<file path="src/rtl/gpio_port_pkg.sv">
package gpio_port_pkg;

  localparam int ADDR_W = 3;

  typedef enum logic [ADDR_W-1:0] {
    REG_DIR  = 3'd0,
    REG_DOUT = 3'd1,
    REG_ODEN = 3'd2,
    REG_PUEN = 3'd3,
    REG_PINS = 3'd4
  } gpio_reg_e;

endpackage

</file>
<file path="src/rtl/gpio_rst_sync.sv">
module gpio_rst_sync (
  input  logic clk,
  input  logic rst_n,
  output logic rst_out_n
);

  logic [1:0] chain_q;
  logic [1:0] chain_d;

  always_comb begin
    chain_d = {chain_q[0], 1'b1};
  end

  always_ff @(posedge clk or negedge rst_n) begin
    if (!rst_n) begin
      chain_q <= 2'b00;
    end else begin
      chain_q <= chain_d;
    end
  end

  assign rst_out_n = chain_q[1];

endmodule

</file>
<file path="src/rtl/gpio_in_sync.sv">
module gpio_in_sync #(
  parameter int NPINS  = 8,
  parameter int STAGES = 2
) (
  input  logic             clk,
  input  logic             rst_n,
  input  logic [NPINS-1:0] pin_async,
  output logic [NPINS-1:0] pin_sync
);

  logic [NPINS-1:0] stage_q [STAGES];
  logic [NPINS-1:0] stage_d [STAGES];

  for (genvar g = 0; g < STAGES; g++) begin : g_stage
    if (g == 0) begin : g_first
      assign stage_d[g] = pin_async;
    end else begin : g_next
      assign stage_d[g] = stage_q[g-1];
    end

    always_ff @(posedge clk or negedge rst_n) begin
      if (!rst_n) begin
        stage_q[g] <= '0;
      end else begin
        stage_q[g] <= stage_d[g];
      end
    end
  end

  assign pin_sync = stage_q[STAGES-1];

endmodule

</file>
<file path="src/rtl/gpio_cfg_regs.sv">
module gpio_cfg_regs
  import gpio_port_pkg::*;
#(
  parameter int               NPINS  = 8,
  parameter logic [NPINS-1:0] PU_RST = '1
) (
  input  logic              clk,
  input  logic              rst_n,
  input  logic              wr_en,
  input  logic [ADDR_W-1:0] addr,
  input  logic [NPINS-1:0]  wr_data,
  input  logic [NPINS-1:0]  pin_sync,
  output logic [NPINS-1:0]  rd_data,
  output logic [NPINS-1:0]  dir_q,
  output logic [NPINS-1:0]  dout_q,
  output logic [NPINS-1:0]  od_q,
  output logic [NPINS-1:0]  pu_q
);

  logic wen_dir, wen_dout, wen_od, wen_pu;
  logic [NPINS-1:0] dir_d, dout_d, od_d, pu_d;

  // decode write strobes
  always_comb begin
    wen_dir  = wr_en && (addr == REG_DIR);
    wen_dout = wr_en && (addr == REG_DOUT);
    wen_od   = wr_en && (addr == REG_ODEN);
    wen_pu   = wr_en && (addr == REG_PUEN);
  end

  // next state
  always_comb begin
    dir_d  = wen_dir  ? wr_data : dir_q;
    dout_d = wen_dout ? wr_data : dout_q;
    od_d   = wen_od   ? wr_data : od_q;
    pu_d   = wen_pu   ? wr_data : pu_q;
  end

  always_ff @(posedge clk or negedge rst_n) begin
    if (!rst_n) begin
      dir_q  <= '0;
      dout_q <= '0;
      od_q   <= '0;
      pu_q   <= PU_RST;
    end else begin
      if (wen_dir)  dir_q  <= dir_d;
      if (wen_dout) dout_q <= dout_d;
      if (wen_od)   od_q   <= od_d;
      if (wen_pu)   pu_q   <= pu_d;
    end
  end

  // read mux, same-cycle
  always_comb begin
    case (addr)
      REG_DIR:  rd_data = dir_q;
      REG_DOUT: rd_data = dout_q;
      REG_ODEN: rd_data = od_q;
      REG_PUEN: rd_data = pu_q;
      REG_PINS: rd_data = pin_sync;
      default:  rd_data = '0;
    endcase
  end

endmodule

</file>
<file path="src/rtl/gpio_pad_ctrl.sv">
module gpio_pad_ctrl #(
  parameter int NPINS = 8
) (
  input  logic [NPINS-1:0] dir_q,
  input  logic [NPINS-1:0] dout_q,
  input  logic [NPINS-1:0] od_q,
  input  logic [NPINS-1:0] pu_q,
  output logic [NPINS-1:0] pad_oe,
  output logic [NPINS-1:0] pad_out,
  output logic [NPINS-1:0] pad_pu_en
);

  for (genvar i = 0; i < NPINS; i++) begin : g_bit
    logic drive;
    logic released;

    always_comb begin
      // push-pull drives always; open-drain drives only a low
      drive        = dir_q[i] & (~od_q[i] | ~dout_q[i]);
      released     = ~dir_q[i] | (od_q[i] & dout_q[i]);
      pad_oe[i]    = drive;
      pad_out[i]   = drive & ~od_q[i] & dout_q[i];
      pad_pu_en[i] = pu_q[i] & released;
    end
  end

endmodule

</file>
<file path="src/rtl/gpio_port_ctrl.sv">
module gpio_port_ctrl
  import gpio_port_pkg::*;
#(
  parameter int               NPINS       = 8,
  parameter int               SYNC_STAGES = 2,
  parameter logic [NPINS-1:0] PU_RST      = '1
) (
  input  logic              clk,
  input  logic              rst_n,
  input  logic              wr_en,
  input  logic [ADDR_W-1:0] addr,
  input  logic [NPINS-1:0]  wr_data,
  output logic [NPINS-1:0]  rd_data,
  input  logic [NPINS-1:0]  pin_in,
  output logic [NPINS-1:0]  pad_oe,
  output logic [NPINS-1:0]  pad_out,
  output logic [NPINS-1:0]  pad_pu_en
);

  logic             rst_int_n;
  logic [NPINS-1:0] pin_sync;
  logic [NPINS-1:0] dir_q, dout_q, od_q, pu_q;

  gpio_rst_sync u_rst (
    .clk       (clk),
    .rst_n     (rst_n),
    .rst_out_n (rst_int_n)
  );

  gpio_in_sync #(.NPINS(NPINS), .STAGES(SYNC_STAGES)) u_sync (
    .clk       (clk),
    .rst_n     (rst_int_n),
    .pin_async (pin_in),
    .pin_sync  (pin_sync)
  );

  gpio_cfg_regs #(.NPINS(NPINS), .PU_RST(PU_RST)) u_regs (
    .clk      (clk),
    .rst_n    (rst_int_n),
    .wr_en    (wr_en),
    .addr     (addr),
    .wr_data  (wr_data),
    .pin_sync (pin_sync),
    .rd_data  (rd_data),
    .dir_q    (dir_q),
    .dout_q   (dout_q),
    .od_q     (od_q),
    .pu_q     (pu_q)
  );

  gpio_pad_ctrl #(.NPINS(NPINS)) u_pad (
    .dir_q     (dir_q),
    .dout_q    (dout_q),
    .od_q      (od_q),
    .pu_q      (pu_q),
    .pad_oe    (pad_oe),
    .pad_out   (pad_out),
    .pad_pu_en (pad_pu_en)
  );

endmodule

</file>
<file path="config.mk">
export PLATFORM = sky130hd
export DESIGN_NAME = gpio_port_ctrl
export DESIGN_NICKNAME = d
export VERILOG_FILES = /design/src/rtl/gpio_port_pkg.sv /design/src/rtl/gpio_rst_sync.sv /design/src/rtl/gpio_in_sync.sv /design/src/rtl/gpio_cfg_regs.sv /design/src/rtl/gpio_pad_ctrl.sv /design/src/rtl/gpio_port_ctrl.sv
export SDC_FILE = /design/constraint.sdc
export NUM_CORES = 1
export LEC_CHECK = 0
export ABC_AREA = 0
export BUFFER_PORTS_ARGS = -buffer_cell sky130_fd_sc_hd__buf_2
export CAP_MARGIN = 30
export CORE_ASPECT_RATIO = 1.5
export CORE_MARGIN = 2
export CORE_UTILIZATION = 57
export CTS_CLUSTER_DIAMETER = 30
export DETAILED_ROUTE_END_ITERATION = 8
export PLACE_DENSITY_LB_ADDON = 0.25
export SLEW_MARGIN = 40
export SYNTH_ARGS = -nofsm -noshare
export SYNTH_HDL_FRONTEND = slang
export SYNTH_SLANG_ARGS = --single-unit
</file>
<file path="constraint.sdc">
create_clock -name clk -period 2.6 [get_ports clk]
set_input_delay 0.52 -clock clk [delete_from_list [all_inputs] [get_ports clk]]
set_output_delay 0.52 -clock clk [all_outputs]
set_load 0.05 [all_outputs]
</file>
==> results.yml <==
worst_setup_path:
  critical_path.top_delay_family: "buffers and inverters"
  cp_max_fo: 14
  timing_worst_setup_path_type: "in -> out"
  start_kind: "input port"
  cp_common_cell: "buf_2"
  worstSetupEndpointType: "primary output"
  path_cells: "buf_2 > or2b_1 > nor2_1 > a221o_1 > buf_2"
  required_ns: 2.08
  slowest_delay_ns: 0.35
  cp_slowest_cell: "or2b_1"
  crit_arrival_ns: 1.78
  worst-path-buf-inv: 2
yosys:
  synth_seq_cells: 50
  async_flop_share_pct: 100
  yosysTopAreaCell: "dfrtp_1"
  postSynthCellCount: 169
  synth-edff-count: 0
  synth_commonest_cells: "dfrtp_1 (42), mux2_2 (40), nor2_1 (15)"
  syn_area_mm2: 0.00226
  ys_seq_area_share_pct: 55.8
  avgSynthCellArea_um2: 13.4
  synth_nets: 191
  synth_warnings: 0
  synthDistinctLibCells: 23
  synthTopCellsByArea: "dfrtp_1 (46%), mux2_2 (20%), dfstp_2 (9.3%), mux2i_1 (3.5%), a221o_1 (2.7%)"
  synth_ff_type: "dfrtp_1"
  yosysMostFrequentCell: "dfrtp_1"
  synth_top_area_share_pct: 46.5
layout:
  final_util_pct: 68.5
  nNetsFinal: 245
  fillers: 291
  area_growth_pct: 17.8
  regArea_mm2: 0.00126
  multiInputGateArea_um2: 906
  diodes: 0
  drive_gt1_share_pct: 54.0
die:
  num_rows: 28
  initial_core_util_pct: 58.2
  core_area_mm2: 0.00389
  die_area_mm2: 0.00450
  die_h_um: 81.2
  ioPinCount: 54
  dieWidth_um: 55.4
routing:
  drc: 0
  viasPerCell: 5.45
  drt-total-wl_um: 4470
  routedWlPerCell_um: 16.6
  detail-route-antenna-nets: 0
  drt_iter0_markers: 30
  vias: 1466
  dr.pass1.iters: 4
timing:
  hold_viol: 0
  finalWorstSetupSlack_ns: 0.298
  setup_violations: 0
  max_freq_mhz: 434
  tns_ns: 0
  tightestPinTransition_ns: 0.598
  layout_min_cycle_time_ns: 2.30
  timing.slew.headroom_pct: 60.1
  fin_crit_sh_pct: 88.6
  slew_violations: 0
  finClkSkew_ns: 0.00619
  grt_setup_unrepaired: "no"
global_routing:
  grt_pass1_vias: 1515
  grt_max_degree: 49
  grt_usage_pct: 21.1
  grt_first_pass_wirelength_um: 7300
  grt_remaining_overflow: 0
  antenna_found_initial: 0
outcome:
  status: "complete, no violations"
run:
  max-cap-violations: 0
place:
  dpl_worst_slack_ns: 0.312
  port_buffers: 53
  gp_congestion: 0.763
  hpwlAfterDp_um: 3260
min_path:
  worstHoldPathType: "in -> reg"
cts:
  htreeDepth: 2
  cts_tree: "yes"
  numCtsBuffers: 5
  clock_sinks: 50
  clock_path_buffers: 2
  clk_latency_ns: 0.30
  cts-root-buf: "clkbuf_8"
  clkSlewWorstSetupHoldPaths_ns: 0.09
pwr:
  p_leak_nw: 1.26
  powerDensity_mw_per_mm2: 884
  irDropWorstVdd_mv: 0.868
==> cell usage in the layout, fill, tap and decap left out, types with 5 or more instances in the layout <==
| cell | netlist | final |
|---|---|---|
| buf_2 | 3 | 53 |
| dfrtp_1 | 42 | 41 |
| mux2_2 | 40 | 40 |
| nor2_1 | 15 | 15 |
| nand2_1 | 10 | 10 |
| mux2i_1 | 8 | 8 |
| a21boi_0 | 8 | 8 |
| nor2b_1 | 8 | 8 |
| dfstp_2 | 8 | 8 |
| buf_4 | 8 | 7 |
| a221o_1 | 6 | 6 |
| clkbuf_8 | 0 | 5 |
==> repair_timing <==
action                     in CTS  in global routing
setup buffers                   0                  0
hold buffers                    1                  0
setup endpoints to repair       0                  0
gates resized for setup         0                  0
hold endpoints to repair        2                  0
==> metal layers <==
metal | global-route usage [%] | vias to the layer above | routed length (µm)
met5 | 0 | - | 0
met4 | 12.4 | 0 | 131
met3 | 5.57 | 15 | 234
met2 | 34.3 | 46 | 2260
met1 | 25.4 | 712 | 1850
li1 | - | 693 | -
==> state kept, by name (all words and copies together) (netlist names) <==
signal and count:
u_sync.stage_d 8, u_regs.pu_q 8, u_sync.pin_sync 8, u_regs.dout_q 8, u_regs.od_q 8, u_rst.chain_q 2
u_regs.dir_q 8
==> layout make-up <==
cell class,count,share of cell area (%)
Sequential cell,50,47.5
Multi-Input combinational cell,105,34.0
Timing Repair Buffer,61,12.3
Clock buffer,6,2.72
Tap cell,45,2.11
Clock inverter,2,1.41
==> cell families (layout without fill, tap and decap cells) <==
logic type	Yosys count	after routing	share of synthesized area, %
AOI/OAI and AO/OA	17	17	6.19
buffers and inverters	14	69	4.48
DFF	50	50	55.8
muxes	48	48	23.5
other	1	1	0.166
and+or+nand+nor	39	39	9.96
==> metrics by stage <==
step	std cells	power, W	hold WS (ns)	area [µm²]
final	269	0.00236	0.316	2670
after CTS	269	0.00238	0.308	2670
after global routing	269	0.00247	0.303	2670
after global placement	260	0.00182	0.304	2540
after floorplan	169	0.00169	0.224	2260
after detailed placement	260	0.00184	0.306	2540
==> final timing paths <==
check	start	end	slack (ns)	cells after the start
min	pin_in[0]	u_sync.stage_d[0]$_DFF_PN0_	0.32	1
max	addr[2]	rd_data[3]	0.30	5
max in group asynchronous	u_rst.chain_q[1]$_DFF_PN0_	u_sync.pin_sync[5]$_DFF_PN0_	1.85	0
min in group asynchronous	u_rst.chain_q[1]$_DFF_PN0_	u_sync.pin_sync[1]$_DFF_PN0_	0.35	0
min reg2reg	u_rst.chain_q[1]$_DFF_PN0_	u_sync.pin_sync[1]$_DFF_PN0_	0.35	0
max reg2reg	u_regs.od_q[6]$_DFFE_PN0P_	u_regs.od_q[6]$_DFFE_PN0P_	1.78	1
==> power breakdown <==
group,switching [W],internal [W]
registers,0.000119,0.000922
clock network,0.000245,0.000287
logic,0.000530,0.000254
No activity file was read; power rests on OpenSTA's default activity.
